==> config.mk <==
export PLATFORM = sky130hd
export DESIGN_NAME = ddr_init_seq
export DESIGN_NICKNAME = d
export VERILOG_FILES = /design/src/rtl/ddr_init_pkg.sv /design/src/rtl/ddr_init_timer.sv /design/src/rtl/ddr_init_step.sv /design/src/rtl/ddr_init_enc.sv /design/src/rtl/ddr_init_seq.sv
export SDC_FILE = /design/constraint.sdc
export NUM_CORES = 1
export LEC_CHECK = 0
export ABC_AREA = 1
export BUFFER_PORTS_ARGS = -buffer_cell sky130_fd_sc_hd__buf_2
export CORE_MARGIN = 3
export CORE_UTILIZATION = 37
export CTS_CLUSTER_SIZE = 14
export DETAILED_ROUTE_END_ITERATION = 7
export HOLD_SLACK_MARGIN = 0.08
export PLACE_DENSITY = 0.59
export SYNTH_ARGS = -nofsm -noshare
export SYNTH_HDL_FRONTEND = slang
export SYNTH_SLANG_ARGS = --single-unit
==> constraint.sdc <==
create_clock -name clk -period 1.88 [get_ports clk]
set_clock_uncertainty 0.1 [all_clocks]
set_input_delay 0.376 -clock clk [delete_from_list [all_inputs] [get_ports clk]]
set_output_delay 0.376 -clock clk [all_outputs]
set_load 0.01 [all_outputs]
==> src/rtl/ddr_init_pkg.sv <==
`timescale 1ns/1ps
package ddr_init_pkg;

  // Active-low {cs_n, ras_n, cas_n, we_n}
  typedef enum logic [3:0] {
    CMD_LMR = 4'b0000,
    CMD_REF = 4'b0001,
    CMD_PRE = 4'b0010,
    CMD_NOP = 4'b0111
  } cmd_e;

  typedef enum logic [2:0] {
    GAP_START, GAP_RP, GAP_MRD, GAP_LOCK, GAP_RFC
  } gap_e;

  typedef enum logic [2:0] {
    PAY_ZERO, PAY_ALLBANK, PAY_EXT, PAY_MODE_RST, PAY_MODE_RUN
  } pay_e;

  typedef struct packed {
    cmd_e       cmd;
    logic [1:0] bank;
    pay_e       pay;
    gap_e       gap;
  } step_t;

  localparam int NUM_STEPS   = 8;
  localparam int ALLBANK_BIT = 10;
  localparam int DLL_RST_BIT = 8;

  function automatic int max_of(input int a, input int b);
    return (a > b) ? a : b;
  endfunction

  function automatic logic [2:0] burst_code(input int bl);
    case (bl)
      2:       return 3'd1;
      8:       return 3'd3;
      default: return 3'd2;
    endcase
  endfunction

  function automatic logic [2:0] cas_code(input int cl);
    return (cl == 3) ? 3'd3 : 3'd2;
  endfunction

  function automatic logic [15:0] mode_word(input int cl, input int bl, input logic dll_rst);
    logic [15:0] w;
    w = '0;
    w[2:0] = burst_code(bl);
    w[6:4] = cas_code(cl);
    w[DLL_RST_BIT] = dll_rst;
    return w;
  endfunction

  function automatic logic [15:0] ext_word(input logic dll_off, input logic weak_drive);
    logic [15:0] w;
    w = '0;
    w[0] = dll_off;
    w[1] = weak_drive;
    return w;
  endfunction

  function automatic logic [15:0] allbank_word();
    logic [15:0] w;
    w = '0;
    w[ALLBANK_BIT] = 1'b1;
    return w;
  endfunction

  // The ordered power-up program; the sequence itself is behaviour.
  function automatic step_t step_at(input int idx);
    case (idx)
      0:       return '{cmd: CMD_NOP, bank: 2'b00, pay: PAY_ZERO,     gap: GAP_START};
      1:       return '{cmd: CMD_PRE, bank: 2'b00, pay: PAY_ALLBANK,  gap: GAP_RP};
      2:       return '{cmd: CMD_LMR, bank: 2'b01, pay: PAY_EXT,      gap: GAP_MRD};
      3:       return '{cmd: CMD_LMR, bank: 2'b00, pay: PAY_MODE_RST, gap: GAP_LOCK};
      4:       return '{cmd: CMD_PRE, bank: 2'b00, pay: PAY_ALLBANK,  gap: GAP_RP};
      5:       return '{cmd: CMD_REF, bank: 2'b00, pay: PAY_ZERO,     gap: GAP_RFC};
      6:       return '{cmd: CMD_REF, bank: 2'b00, pay: PAY_ZERO,     gap: GAP_RFC};
      default: return '{cmd: CMD_LMR, bank: 2'b00, pay: PAY_MODE_RUN, gap: GAP_MRD};
    endcase
  endfunction

endpackage

==> src/rtl/ddr_init_timer.sv <==
`timescale 1ns/1ps
module ddr_init_timer #(
  parameter int CW = 8
) (
  input  logic          clk,
  input  logic          rst_n,
  input  logic          load,
  input  logic [CW-1:0] load_val,
  output logic          expire
);
  logic [CW-1:0] cnt_q;

  always_ff @(posedge clk or negedge rst_n) begin
    if (!rst_n)              cnt_q <= '0;
    else if (load)           cnt_q <= load_val;
    else if (cnt_q != '0)    cnt_q <= cnt_q - 1'b1;
  end

  // Last cycle of a gap that was loaded with N: N cycles have elapsed.
  assign expire = (cnt_q == CW'(1));
endmodule

==> src/rtl/ddr_init_step.sv <==
`timescale 1ns/1ps
module ddr_init_step
  import ddr_init_pkg::*;
#(
  parameter int SW       = 3,
  parameter int CW       = 8,
  parameter int T_START  = 2,
  parameter int T_RP     = 3,
  parameter int T_RFC    = 8,
  parameter int T_MRD    = 2,
  parameter int DLL_LOCK = 200
) (
  input  logic [SW-1:0] idx,
  output step_t         step_o,
  output logic [CW-1:0] gap_len,
  output logic          last
);
  always_comb begin
    step_o = step_at(int'(idx));
    case (step_o.gap)
      GAP_START: gap_len = CW'(T_START);
      GAP_RP:    gap_len = CW'(T_RP);
      GAP_MRD:   gap_len = CW'(T_MRD);
      GAP_LOCK:  gap_len = CW'(DLL_LOCK);
      GAP_RFC:   gap_len = CW'(T_RFC);
      default:   gap_len = '0;
    endcase
  end

  assign last = (idx == SW'(NUM_STEPS - 1));
endmodule

==> src/rtl/ddr_init_enc.sv <==
`timescale 1ns/1ps
module ddr_init_enc
  import ddr_init_pkg::*;
#(
  parameter int ADDR_W    = 13,
  parameter int BA_W      = 2,
  parameter int CAS_LAT   = 3,
  parameter int BURST_LEN = 4
) (
  input  logic              issue,
  input  step_t             step_i,
  output logic              cs_n,
  output logic              ras_n,
  output logic              cas_n,
  output logic              we_n,
  output logic [ADDR_W-1:0] addr,
  output logic [BA_W-1:0]   ba
);
  localparam logic [15:0] W_ALLBANK = allbank_word();
  localparam logic [15:0] W_EXT     = ext_word(1'b0, 1'b0);
  localparam logic [15:0] W_RST     = mode_word(CAS_LAT, BURST_LEN, 1'b1);
  localparam logic [15:0] W_RUN     = mode_word(CAS_LAT, BURST_LEN, 1'b0);

  logic [15:0] word;
  cmd_e        cmd;

  always_comb begin
    cmd  = CMD_NOP;
    word = '0;
    ba   = '0;
    if (issue) begin
      cmd = step_i.cmd;
      ba  = BA_W'(step_i.bank);
      case (step_i.pay)
        PAY_ALLBANK:  word = W_ALLBANK;
        PAY_EXT:      word = W_EXT;
        PAY_MODE_RST: word = W_RST;
        PAY_MODE_RUN: word = W_RUN;
        default:      word = '0;
      endcase
    end
  end

  assign {cs_n, ras_n, cas_n, we_n} = cmd;
  assign addr = ADDR_W'(word);
endmodule

==> src/rtl/ddr_init_seq.sv <==
`timescale 1ns/1ps
module ddr_init_seq
  import ddr_init_pkg::*;
#(
  parameter int T_START   = 2,
  parameter int T_RP      = 3,
  parameter int T_RFC     = 8,
  parameter int T_MRD     = 2,
  parameter int DLL_LOCK  = 200,
  parameter int CAS_LAT   = 3,
  parameter int BURST_LEN = 4,
  parameter int ADDR_W    = 13,
  parameter int BA_W      = 2
) (
  input  logic              clk,
  input  logic              rst_n,
  input  logic              pwr_ok,
  output logic              cke,
  output logic              cs_n,
  output logic              ras_n,
  output logic              cas_n,
  output logic              we_n,
  output logic [ADDR_W-1:0] addr,
  output logic [BA_W-1:0]   ba,
  output logic              init_done
);
  localparam int MAX_GAP = max_of(max_of(max_of(T_START, T_RP), max_of(T_RFC, T_MRD)), DLL_LOCK);
  localparam int CW      = $clog2(MAX_GAP + 1);
  localparam int SW      = $clog2(NUM_STEPS);

  typedef enum logic [1:0] {ST_WAIT_PWR, ST_ISSUE, ST_GAP, ST_DONE} st_e;

  st_e           st_q, st_d;
  logic [SW-1:0] idx_q, idx_d;
  step_t         cur_step;
  logic [CW-1:0] gap_len;
  logic          step_last;
  logic          gap_expire;

  // Named internal events
  logic issue_evt;
  logic gap_zero;
  logic advance;

  assign issue_evt = (st_q == ST_ISSUE);
  assign gap_zero  = (gap_len == '0);
  assign advance   = (issue_evt && gap_zero) || (st_q == ST_GAP && gap_expire);

  ddr_init_step #(
    .SW(SW), .CW(CW), .T_START(T_START), .T_RP(T_RP),
    .T_RFC(T_RFC), .T_MRD(T_MRD), .DLL_LOCK(DLL_LOCK)
  ) u_step (
    .idx(idx_q), .step_o(cur_step), .gap_len(gap_len), .last(step_last)
  );

  ddr_init_timer #(.CW(CW)) u_timer (
    .clk(clk), .rst_n(rst_n), .load(issue_evt), .load_val(gap_len), .expire(gap_expire)
  );

  ddr_init_enc #(
    .ADDR_W(ADDR_W), .BA_W(BA_W), .CAS_LAT(CAS_LAT), .BURST_LEN(BURST_LEN)
  ) u_enc (
    .issue(issue_evt), .step_i(cur_step),
    .cs_n(cs_n), .ras_n(ras_n), .cas_n(cas_n), .we_n(we_n),
    .addr(addr), .ba(ba)
  );

  always_comb begin
    st_d  = st_q;
    idx_d = idx_q;
    case (st_q)
      ST_WAIT_PWR: if (pwr_ok) begin
        st_d  = ST_ISSUE;
        idx_d = '0;
      end
      ST_ISSUE: if (!gap_zero) st_d = ST_GAP;
      default: ;
    endcase
    if (advance) begin
      if (step_last) st_d = ST_DONE;
      else begin
        st_d  = ST_ISSUE;
        idx_d = idx_q + 1'b1;
      end
    end
  end

  always_ff @(posedge clk or negedge rst_n) begin
    if (!rst_n) begin
      st_q  <= ST_WAIT_PWR;
      idx_q <= '0;
    end else begin
      st_q  <= st_d;
      idx_q <= idx_d;
    end
  end

  assign cke       = (st_q != ST_WAIT_PWR);
  assign init_done = (st_q == ST_DONE);
endmodule

==> key figures <==
STA
  – # setup viols final: 10
  – Slew Viols, Final: 0
  – RSZ-0062 raised after global routing: true
  – Final Hold Violating Endpoints: 0
  – Slack of the critical path: -292 ps
  – Final Critical Period: 2170 ps
  – Max Fclk: 460 MHz
  – Fin crit share: 1.16

Power
  – PD cells: 1480 nW/um^2
  – Total chip power: 2.31 mW
  – Worst ir drop on vdd: 0.835 mV
  – Leak: 0.788 nW

Drt
  – Drt pass-1 iters: 4
  – Post-route ant nets: 0
  – Vias: 1050
  – Initial DRC Count: 66
  – Drt wl/cell: 11.1 um
  – Post-Route WL: 2630 um
  – # DRC: 0
  – Via density per instance: 4.45

Die
  – Die Width: 62.0 um
  – IO Count: 24
  – Die footprint: 3840 um^2
  – Die Span Y: 62.0 um
  – Cell Rows: 19
  – Core Box Area: 2880 um^2
  – Initial core utilization: 0.403

Yosys
  – Area share of the largest cell type after synthesis: 0.280
  – Cell with the most instances after synthesis: nor2_1
  – Mapped cell area: 1160 um^2
  – Post-synth EDFFs: 0
  – YS warnings: 0
  – Register area share after synthesis: 0.280
  – Commonest cells post-synth: 29 x nor2_1, 28 x nand2_1, 21 x inv_1
  – Async SR Flop Fraction: 1.00
  – Main synth FF type: dfrtp_1
  – Syn_area_per_cell: 7.16 um^2
  – Cells after Synth: 162
  – Netlist cell types: 28
  – #FFs+latches synth: 13
  – Top cell type by total area after synthesis: dfrtp_1
  – Top post-synthesis cells by area: dfrtp_1 28%, nor2_1 9.4%, nand2_1 9.1%

Global route
  – Vias in the first global route: 1001
  – Antenna violations before repair: 0
  – Total grt overflow: 0
  – Pin count of the biggest net entering global routing: 14
  – GR Util All Layers: 0.160
  – First-pass GRT wire length: 4550 um

Clocking
  – Clock sinks: 13
  – CTS root buf: clkbuf_4
  – Clock Latency Late Sink: 280 ps
  – Total CTS buffers: 3
  – CTS tree: done
  – H-tree depth: 1
  – Max clock buf depth: 2
  – Reg clk slew, reported paths: 90 ps

Critical path
  – CP max FO: 4
  – WP data required: 1400 ps
  – Critical-path cell list: ha_4 -> ha_4 -> a21oi_4 -> buf_6 -> nand3_2 -> nor2_1 -> buf_2
  – Type of origin of the critical path: flop
  – Setup crit end kind: output port
  – CP Class: flop to output port
  – Worst path arrival time: 1700 ps
  – CP dominant cell by count: ha_4
  – Delay-heaviest family, CP: flip-flops
  – CP Buf/Inv Count: 2
  – CP max stage cell: dfrtp_2
  – Max stage delay on crit path: 450 ps

Placement
  – PortBufs: 13
  – Placed Instances: 227
  – Pre-CTS WS: -37.6 ps
  – HPWL Detailed: 1930 um
  – Final GP Congestion: 0.780

Worst hold path
  – Type of the worst min-delay path: flop to flop

Flow run
  – Max cap viols: 0

Final layout
  – Final Util: 0.543
  – Filler Cells Inserted: 264
  – Layout Cells excl Fill: 236
  – Ant diodes: 0
  – # nets final: 206
  – Layout cells sized above 1: 0.366
  – Synthesis-to-layout area growth: 34.7%

Outcome
  – Failing checks: setup timing
  – Status: finished with violations
-- registers in the layout (all words and copies together) (netlist names) --
signal         cells
st_q               2
idx_q              3
u_timer.cnt_q      8
-- through the flow --
step	setup TNS, ps	hold WS (ps)	instance area [um^2]
after floorplan	0	-19.6	1190
after global placement	0	185	1320
after detailed placement	-94.1	188	1320
after CTS	-891	382	1480
after global routing	-2070	397	1560
final	-986	377	1560
-- routing by layer --
layer / track usage / part of all wire / up-vias
met2: 0.268 / 0.48 / 22
met3: 0.0434 / 0.037 / 2
met4: 0.0273 / 0.0053 / 0
li1: - / - / 553
met5: 0 / 0 / -
met1: 0.208 / 0.48 / 473
-- cell type report --
class                      instances  area [um^2]  area share
timing repair buffer              32          251       0.161
clock buffer                       4         26.3      0.0168
sequential                        13          328       0.210
inverter                          23         86.3      0.0552
tap                               42         52.6      0.0336
multi-input combinational        122          818       0.524
-- logic make-up (layout without fill, tap and decap cells) --
| logic type | after synthesis | in the layout | share of synthesized area |
|---|---|---|---|
| buffers and inverters | 36 | 59 | 0.162 |
| xor gates and xnor gates | 2 | 2 | 0.0151 |
| adders and majority gates | 8 | 8 | 0.0863 |
| and+or+nand+nor | 87 | 87 | 0.376 |
| AOI/OAI and AO/OA | 15 | 15 | 0.0766 |
| other | 1 | 10 | 0.00323 |
| DFF | 13 | 13 | 0.280 |
-- placed cells by master (no fill, tap or decap), drive strengths merged --
cell / count
nor2: 33
nand2: 31
buf: 31
inv: 23
nand3: 14
dfrtp: 13
conb: 10
o21ai: 10
ha: 8
nor3: 4
nand4: 4
a21oi: 4
clkbuf: 4
or2: 1
a21boi: 1
xor2: 1
xnor2: 1
dlygate4sd3: 1
-- where the power goes --
part / switching (mW) / internal, mW / total, mW
logic: 0.857 / 0.715 / 1.57
registers: 0.143 / 0.415 / 0.558
clock network: 0.0950 / 0.0822 / 0.177
-- worst paths after layout --
kind	from	cells after the start	slack [ps]	endpoint
hold reg to reg	u_timer.cnt_q[5]$_DFFE_PN0P_	1	380	u_timer.cnt_q[5]$_DFFE_PN0P_
setup / recovery	idx_q[0]$_DFF_PN0_	7	-290	addr[10]
hold / removal	u_timer.cnt_q[5]$_DFFE_PN0P_	1	380	u_timer.cnt_q[5]$_DFFE_PN0P_
max in group asynchronous	rst_n	2	1000	idx_q[1]$_DFF_PN0_
setup reg to reg	idx_q[0]$_DFF_PN0_	10	-30	st_q[0]$_DFFE_PN0P_
min in group asynchronous	rst_n	2	410	u_timer.cnt_q[7]$_DFFE_PN0P_
-- timing repair --
item	4_1_cts	5_1_grt
gates resized for setup	24	23
endpoints found under the setup margin	6	18
endpoints found under the hold margin	13	0
setup buffers	4	2
pin swaps	7	3
hold buffers	1	0
Note: power is estimated with default switching activity, not from simulation.
